File: src/rtl/pe_pkg.sv
package pe_pkg;

  localparam int NDIG  = 6;
  localparam int DIG_W = 4;

  function automatic int unsigned pow10(input int n);
    int unsigned r;
    r = 1;
    for (int i = 0; i < n; i++) r = r * 10;
    return r;
  endfunction

  function automatic logic [DIG_W-1:0] digit_of(input int unsigned v, input int pos);
    return DIG_W'((v / pow10(NDIG - 1 - pos)) % 10);
  endfunction

endpackage

File: src/rtl/pe_sampler.sv
module pe_sampler (
  input  logic clk,
  input  logic rst,
  input  logic tick,
  input  logic host_mode,
  input  logic adv_btn,
  input  logic inc_btn,
  output logic act,
  output logic adv_ev,
  output logic inc_ev
);

  logic adv_q, inc_q;

  // the remembered levels follow every strobe, host mode or not
  always_ff @(posedge clk) begin
    if (rst) begin
      adv_q <= 1'b0;
      inc_q <= 1'b0;
    end else if (tick) begin
      adv_q <= adv_btn;
      inc_q <= inc_btn;
    end
  end

  always_comb begin
    act    = tick & ~host_mode;
    adv_ev = act & adv_btn & ~adv_q;
    inc_ev = act & inc_btn & ~inc_q;
  end

endmodule

File: src/rtl/pe_freq.sv
module pe_freq
  import pe_pkg::*;
#(
  parameter int unsigned RESET_TENTHS = 10000,
  localparam int CUR_W = $clog2(NDIG),
  localparam int BCD_W = NDIG * DIG_W
) (
  input  logic             clk,
  input  logic             rst,
  input  logic             step_dig,
  input  logic             move_cur,
  output logic [BCD_W-1:0] freq_bcd,
  output logic [CUR_W-1:0] cursor_digit,
  output logic             freq_chg
);

  logic [DIG_W-1:0] dig [NDIG];
  logic [CUR_W-1:0] cur;

  always_ff @(posedge clk) begin
    if (rst) begin
      for (int k = 0; k < NDIG; k++) dig[k] <= digit_of(RESET_TENTHS, k);
      cur      <= '0;
      freq_chg <= 1'b0;
    end else begin
      freq_chg <= step_dig;
      if (step_dig) begin
        for (int k = 0; k < NDIG; k++) begin
          if (CUR_W'(k) == cur)
            dig[k] <= (dig[k] == DIG_W'(9)) ? '0 : dig[k] + DIG_W'(1);
        end
      end
      if (move_cur)
        cur <= (cur == CUR_W'(NDIG - 1)) ? '0 : cur + CUR_W'(1);
    end
  end

  // position 0 (ten-thousands) lands in the top nibble
  for (genvar g = 0; g < NDIG; g++) begin : g_pack
    assign freq_bcd[DIG_W*(NDIG-1-g) +: DIG_W] = dig[g];
  end
  assign cursor_digit = cur;

  assert_cursor_range_R3: assert property (@(posedge clk) disable iff (rst)
    cursor_digit < CUR_W'(NDIG));

  assert_cursor_wrap_R3: assert property (@(posedge clk) disable iff (rst)
    (move_cur && cursor_digit == CUR_W'(NDIG - 1)) |=> cursor_digit == '0);

  for (genvar g = 0; g < NDIG; g++) begin : g_chk
    assert_digit_decimal_R5: assert property (@(posedge clk) disable iff (rst)
      freq_bcd[DIG_W*g +: DIG_W] <= DIG_W'(9));
  end

endmodule

File: src/rtl/pe_slot.sv
module pe_slot #(
  parameter int NSLOT = 14,
  localparam int SLOT_W = $clog2(NSLOT)
) (
  input  logic              clk,
  input  logic              rst,
  input  logic              step_slot,
  input  logic [NSLOT-1:0]  slot_mask,
  output logic [SLOT_W-1:0] slot,
  output logic              slot_req
);

  logic [SLOT_W-1:0] nxt;
  logic              found;
  logic [SLOT_W:0]   idx;

  // upward search from the slot after the current one, wrapping past the top
  always_comb begin
    nxt   = slot;
    found = 1'b0;
    idx   = '0;
    for (int k = 1; k < NSLOT; k++) begin
      idx = {1'b0, slot} + (SLOT_W+1)'(k);
      if (idx >= (SLOT_W+1)'(NSLOT)) idx = idx - (SLOT_W+1)'(NSLOT);
      if (!found && slot_mask[idx[SLOT_W-1:0]]) begin
        nxt   = idx[SLOT_W-1:0];
        found = 1'b1;
      end
    end
  end

  always_ff @(posedge clk) begin
    if (rst) begin
      slot     <= '0;
      slot_req <= 1'b0;
    end else begin
      slot_req <= step_slot && (nxt != slot);
      if (step_slot) slot <= nxt;
    end
  end

  assert_slot_range_R6: assert property (@(posedge clk) disable iff (rst)
    slot < SLOT_W'(NSLOT));

  assert_req_occupied_R6: assert property (@(posedge clk) disable iff (rst)
    slot_req |-> ((($past(slot_mask)) >> slot) & NSLOT'(1)) != '0);

  assert_req_on_change_R6: assert property (@(posedge clk) disable iff (rst)
    (slot != $past(slot)) |-> slot_req);

endmodule

File: src/rtl/pe_conv.sv
module pe_conv
  import pe_pkg::*;
#(
  parameter int INC_W = 20,
  parameter int unsigned FMIN = 1,
  parameter int unsigned FMAX = 200000,
  parameter int unsigned RESET_TENTHS = 10000,
  localparam int BCD_W = NDIG * DIG_W
) (
  input  logic             clk,
  input  logic             rst,
  input  logic [BCD_W-1:0] freq_bcd,
  output logic [INC_W-1:0] nco_inc
);

  int unsigned sum;
  int unsigned lim;

  always_comb begin
    sum = 0;
    for (int k = 0; k < NDIG; k++)
      sum = sum + 32'(freq_bcd[DIG_W*k +: DIG_W]) * pow10(k);
    if (sum < FMIN)      lim = FMIN;
    else if (sum > FMAX) lim = FMAX;
    else                 lim = sum;
  end

  always_ff @(posedge clk) begin
    if (rst) nco_inc <= INC_W'(RESET_TENTHS);
    else     nco_inc <= INC_W'(lim);
  end

  assert_inc_bounds_R9: assert property (@(posedge clk) disable iff (rst)
    (nco_inc >= INC_W'(FMIN)) && (nco_inc <= INC_W'(FMAX)));

  assert_inc_follows_R9: assert property (@(posedge clk) disable iff (rst)
    $stable(freq_bcd) |=> $stable(nco_inc));

endmodule

File: src/rtl/panel_editor.sv
module panel_editor
  import pe_pkg::*;
#(
  parameter int NSLOT = 14,
  parameter int INC_W = 20,
  parameter int unsigned FMIN = 1,
  parameter int unsigned FMAX = 200000,
  parameter int unsigned RESET_TENTHS = 10000,
  localparam int SLOT_W = $clog2(NSLOT),
  localparam int CUR_W  = $clog2(NDIG),
  localparam int BCD_W  = NDIG * DIG_W
) (
  input  logic              clk,
  input  logic              rst,
  input  logic              tick,
  input  logic              host_mode,
  input  logic              line_sel,
  input  logic              adv_btn,
  input  logic              inc_btn,
  input  logic [NSLOT-1:0]  slot_mask,
  output logic              cursor_line,
  output logic [CUR_W-1:0]  cursor_digit,
  output logic [BCD_W-1:0]  freq_bcd,
  output logic [SLOT_W-1:0] slot,
  output logic              slot_req,
  output logic              upd_pulse,
  output logic [INC_W-1:0]  nco_inc
);

  logic act, adv_ev, inc_ev, freq_chg;

  pe_sampler i_sampler (
    .clk(clk), .rst(rst), .tick(tick), .host_mode(host_mode),
    .adv_btn(adv_btn), .inc_btn(inc_btn),
    .act(act), .adv_ev(adv_ev), .inc_ev(inc_ev)
  );

  always_ff @(posedge clk) begin
    if (rst)      cursor_line <= 1'b0;
    else if (act) cursor_line <= line_sel;
  end

  pe_freq #(.RESET_TENTHS(RESET_TENTHS)) i_freq (
    .clk(clk), .rst(rst),
    .step_dig(inc_ev & line_sel), .move_cur(adv_ev & line_sel),
    .freq_bcd(freq_bcd), .cursor_digit(cursor_digit), .freq_chg(freq_chg)
  );

  pe_slot #(.NSLOT(NSLOT)) i_slot (
    .clk(clk), .rst(rst), .step_slot(inc_ev & ~line_sel),
    .slot_mask(slot_mask), .slot(slot), .slot_req(slot_req)
  );

  pe_conv #(.INC_W(INC_W), .FMIN(FMIN), .FMAX(FMAX), .RESET_TENTHS(RESET_TENTHS)) i_conv (
    .clk(clk), .rst(rst), .freq_bcd(freq_bcd), .nco_inc(nco_inc)
  );

  assign upd_pulse = freq_chg | slot_req;

  assert_host_freeze_R8: assert property (@(posedge clk) disable iff (rst)
    host_mode |=> ($stable(freq_bcd) && $stable(slot) && $stable(cursor_line)
                   && $stable(cursor_digit)));

  assert_wave_adv_inert_R4: assert property (@(posedge clk) disable iff (rst)
    (tick && !host_mode && !line_sel) |=> ($stable(cursor_digit) && $stable(freq_bcd)));

  assert_upd_on_change_R10: assert property (@(posedge clk) disable iff (rst)
    ((freq_bcd != $past(freq_bcd)) || (slot != $past(slot))) |-> upd_pulse);

  assert_no_idle_edit_R7: assert property (@(posedge clk) disable iff (rst)
    !tick |=> ($stable(freq_bcd) && $stable(slot) && $stable(cursor_digit)));

endmodule

File: config.mk
export PLATFORM = sky130hd
export DESIGN_NAME = panel_editor
export DESIGN_NICKNAME = d
export VERILOG_FILES = /design/src/rtl/pe_pkg.sv /design/src/rtl/pe_sampler.sv /design/src/rtl/pe_freq.sv /design/src/rtl/pe_slot.sv /design/src/rtl/pe_conv.sv /design/src/rtl/panel_editor.sv
export SDC_FILE = /design/constraint.sdc
export NUM_CORES = 1
export LEC_CHECK = 0
export BUFFER_PORTS_ARGS = -buffer_cell sky130_fd_sc_hd__buf_4
export CAP_MARGIN = 0
export CORE_ASPECT_RATIO = 0.8
export CORE_MARGIN = 5
export CORE_UTILIZATION = 40
export CTS_BUF_LIST = sky130_fd_sc_hd__clkbuf_8
export DETAILED_ROUTE_END_ITERATION = 8
export PLACE_DENSITY = 0.6
export SYNTH_ARGS = -nofsm -noshare
export SYNTH_HDL_FRONTEND = slang
export SYNTH_SLANG_ARGS = --single-unit
File: constraint.sdc
create_clock -name clk -period 12.5 [get_ports clk]
set_input_delay 0.625 -clock clk [delete_from_list [all_inputs] [get_ports clk]]
set_output_delay 0.625 -clock clk [all_outputs]
set_load 0.05 [all_outputs]
==> impl_results.md <==
* Status: finished, final reports clean
* Crit path DAT at 7.47 ns
* # resized after CTS at 0
* Vias in the first global route at 8106
* Worst-path maximum fanout at 11
* Placed Cells at 1494
* Initial antenna violation count at 1
* Vert. Die Dim at 149.0 µm
* CTS Sinks at 56
* DRC viols at 0
* Async S/R FF share, synth at 0%
* Post-Route Setup TNS at 0 ns
* Layout cells sized above 1 at 13.53%
* CP required at 12.73 ns
* First drt pass iteration count at 6
* Vias at 8698
* Finished Layout Cells at 1502
* Slew at the pin closest to its max-slew limit at 1.177 ns
* Top_reg_cell synth: dfxtp_1
* Setup violations, final at 0
* Nets at 1386
* Clk_skew at 0.008266 ns
* H-Tree Depth at 2
* Gr ovfl total at 0
* Post-synth EDFFs at 24
* Pwr/cell area at 107.4 nW/µm²
* CTS tree: built
* Total GRT Usage at 21.07%
* Worst Hold Class: register to register
* Mapped cell area at 9659 µm²
* Clk slew on worst S/H paths at 0.12 ns
* # port buffers at 74
* Peak VDD IR at 93.94 µV
* Slew Viols, Final at 0
* Synth top cells by count: ha_1 (138), inv_1 (99), nor2_1 (92), a21oi_1 (67), nand2_1 (67)
* Initial DRC count at 722
* First-pass GRT wire length at 45970 µm
* Area Growth Syn to Fin at 9.495%
* Max-Cap Viols at 0
* Core Area at 23590 µm²
* Leakage at 4.649 nW
* Hold Fails Final Rpt at 0
* Sequential area share after synthesis at 14.09%
* Filler cell count at 2312
* Netlist cell types at 96
* Largest net degree at the start of global routing at 46
* Critical path type: register to register
* Fin crit period at 7.245 ns
* Via density at 5.791
* Largest stage delay on the critical path at 0.65 ns
* Slowest cell on crit path: nor4b_2
* Max Clock Freq at 138.0 MHz
* Die ar. at 27380 µm²
* Final WL at 29340 µm
* Post-synth top area cell: ha_1
* Post-synthesis cell count at 1136
* Synth warn at 0
* # diodes at 0
* Postcts setup bufs at 0
* Ports at 75
* Setup crit start kind: register
* Nature of the critical path endpoint: register
* Cell with the most instances after synthesis: ha_1
* Initial core utilization at 40.95%
* Row Count at 50
* DIE WIDTH at 183.7 µm
* Tcrit/Tclk final at 57.96%
* Worst-Skew Late Latency at 0.33 ns
* Cts bufs inserted at 5
* Routability cong. at 0.9604
* Relative slew slack at 19.28%
* CTS Buffer Depth at 2
* Seq cells post-synth at 56
* Cell chain of the critical path: ha_1, ha_1, fa_1, nand2_1, nor2_1, xor2_1, fa_1, inv_1, fa_1, fa_1, inv_1, ha_1, a21o_1, a21oi_1, o21ai_0, a21oi_1, o21ai_1, a21oi_1, a21oi_1, o41ai_1, nor3_1, nor4b_2, nand2_1, or3_1
* Post-DP HPWL at 23730 µm
* Post-route ant nets at 0
* Hold Buf Count CTS at 0
* Post-synth top area share at 17.88%
* Syn Area/Cell at 8.503 µm²
* Synth top area cells: ha_1 (18%), fa_1 (7.9%), edfxtp_1 (7.5%), dfxtp_1 (6.6%), mux2i_1 (5.4%)
* RSZ-0062 raised after global routing: false
* CTS Root Cell: clkbuf_8
* Routed len/inst at 19.54 µm
==> metal layers <==
metal  global-route usage [%]  part of all wire (%)  up-vias
met5                        0                 0.041        -
met4                    2.328                   1.0        2
met3                    6.216                    10       25
met2                    28.27                    38      344
met1                    33.66                    51     4119
li1                         -                     -     4208
==> worst max-delay path, delay by kind of cell, from the launching register on <==
kind,cells,cell delay (ns)
XOR/XNOR,1,0.10
flip-flops,1,0.51
adder cells (fa/ha/maj),7,3.02
AND/OR/NAND/NOR,6,1.74
AO/OA/AOI/OAI,8,1.65
buffers and inverters,2,0.12
==> cell type report <==
| class | instances | area (µm²) | share of cell area (%) |
|---|---|---|---|
| Clock inverter | 3 | 33.78 | 0.3194 |
| Multi-Input combinational cell | 942 | 7730 | 73.09 |
| Timing Repair Buffer | 80 | 600.6 | 5.678 |
| Sequential cell | 56 | 1363 | 12.88 |
| Clock buffer | 5 | 68.82 | 0.6507 |
| Tap cell | 312 | 390.4 | 3.691 |
| Inverter | 104 | 390.4 | 3.691 |
==> report_power, final <==
part	total (mW)	switching [mW]	internal [mW]
Sequential	0.232	0.0192	0.213
Combinational	0.787	0.486	0.301
Clock	0.116	0.0736	0.0425
Total	1.14	0.579	0.556
==> cell usage in the layout, fill, tap and decap left out, drive strengths merged, types with 6 or more instances in the layout <==
cell type and count:
ha 138, inv 103, nor2 92, buf 80, a21oi 72, nand2 68
xnor2 55, mux2i 54, o21ai 42, nand3 38, fa 38, dfxtp 32
xor2 26, nor3 25, edfxtp 24, mux2 23, a21o 17, a211oi 17
o211ai 16, nand2b 15, nor2b 13, a31oi 12, or3 12, o21bai 11
and2 11, nand4 11, or2 10, nor3b 9, and3 8, a211o 7
mux4 7, a31o 6
==> through the flow <==
step	power [mW]	utilization, %	area (µm²)	hold slack, ns	setup slack [ns]
finish	1.136	44.84	10580	0.4734	5.255
global route	1.236	44.84	10580	0.5182	4.676
CTS	1.137	44.84	10580	0.4776	5.249
detailed placement	1.015	44.41	10470	0.4573	5.321
global placement	1.012	44.41	10470	0.4659	5.484
floorplan	0.8262	-	9663	0.4511	5.688
==> kinds of logic (layout without fill, tap and decap cells) <==
group                      Yosys count  after routing  share of synthesized area [%]
and+or+nand+nor                    337            337                          17.81
AOI/OAI and AO/OA                  262            262                          18.59
adders and majority gates          176            176                          25.75
buffers and inverters              139            192                          5.920
muxes                               84             84                          10.03
xor gates and xnor gates            81             81                          7.772
DFF                                 56             56                          14.09
other                                1              2                        0.03882
==> state kept, by name (all words and copies together), names as in the netlist <==
register / flops
i_freq.dig: 24
i_slot.slot: 4
i_freq.freq_chg: 1
cursor_line: 1
i_sampler.adv_q: 1
i_freq.cursor_digit: 3
i_conv.nco_inc: 20
i_slot.slot_req: 1
i_sampler.inc_q: 1
==> final timing paths <==
kind / from / to / slack (ns) / depth (start not counted)
hold reg to reg: cursor_line / cursor_line / 0.47 / 2
hold / removal: cursor_line / cursor_line / 0.47 / 2
setup / recovery: i_freq.dig[0][17] / i_conv.nco_inc[8] / 5.26 / 24
setup reg to reg: i_freq.dig[0][17] / i_conv.nco_inc[8] / 5.26 / 24
(Power assumes the default switching activity.)
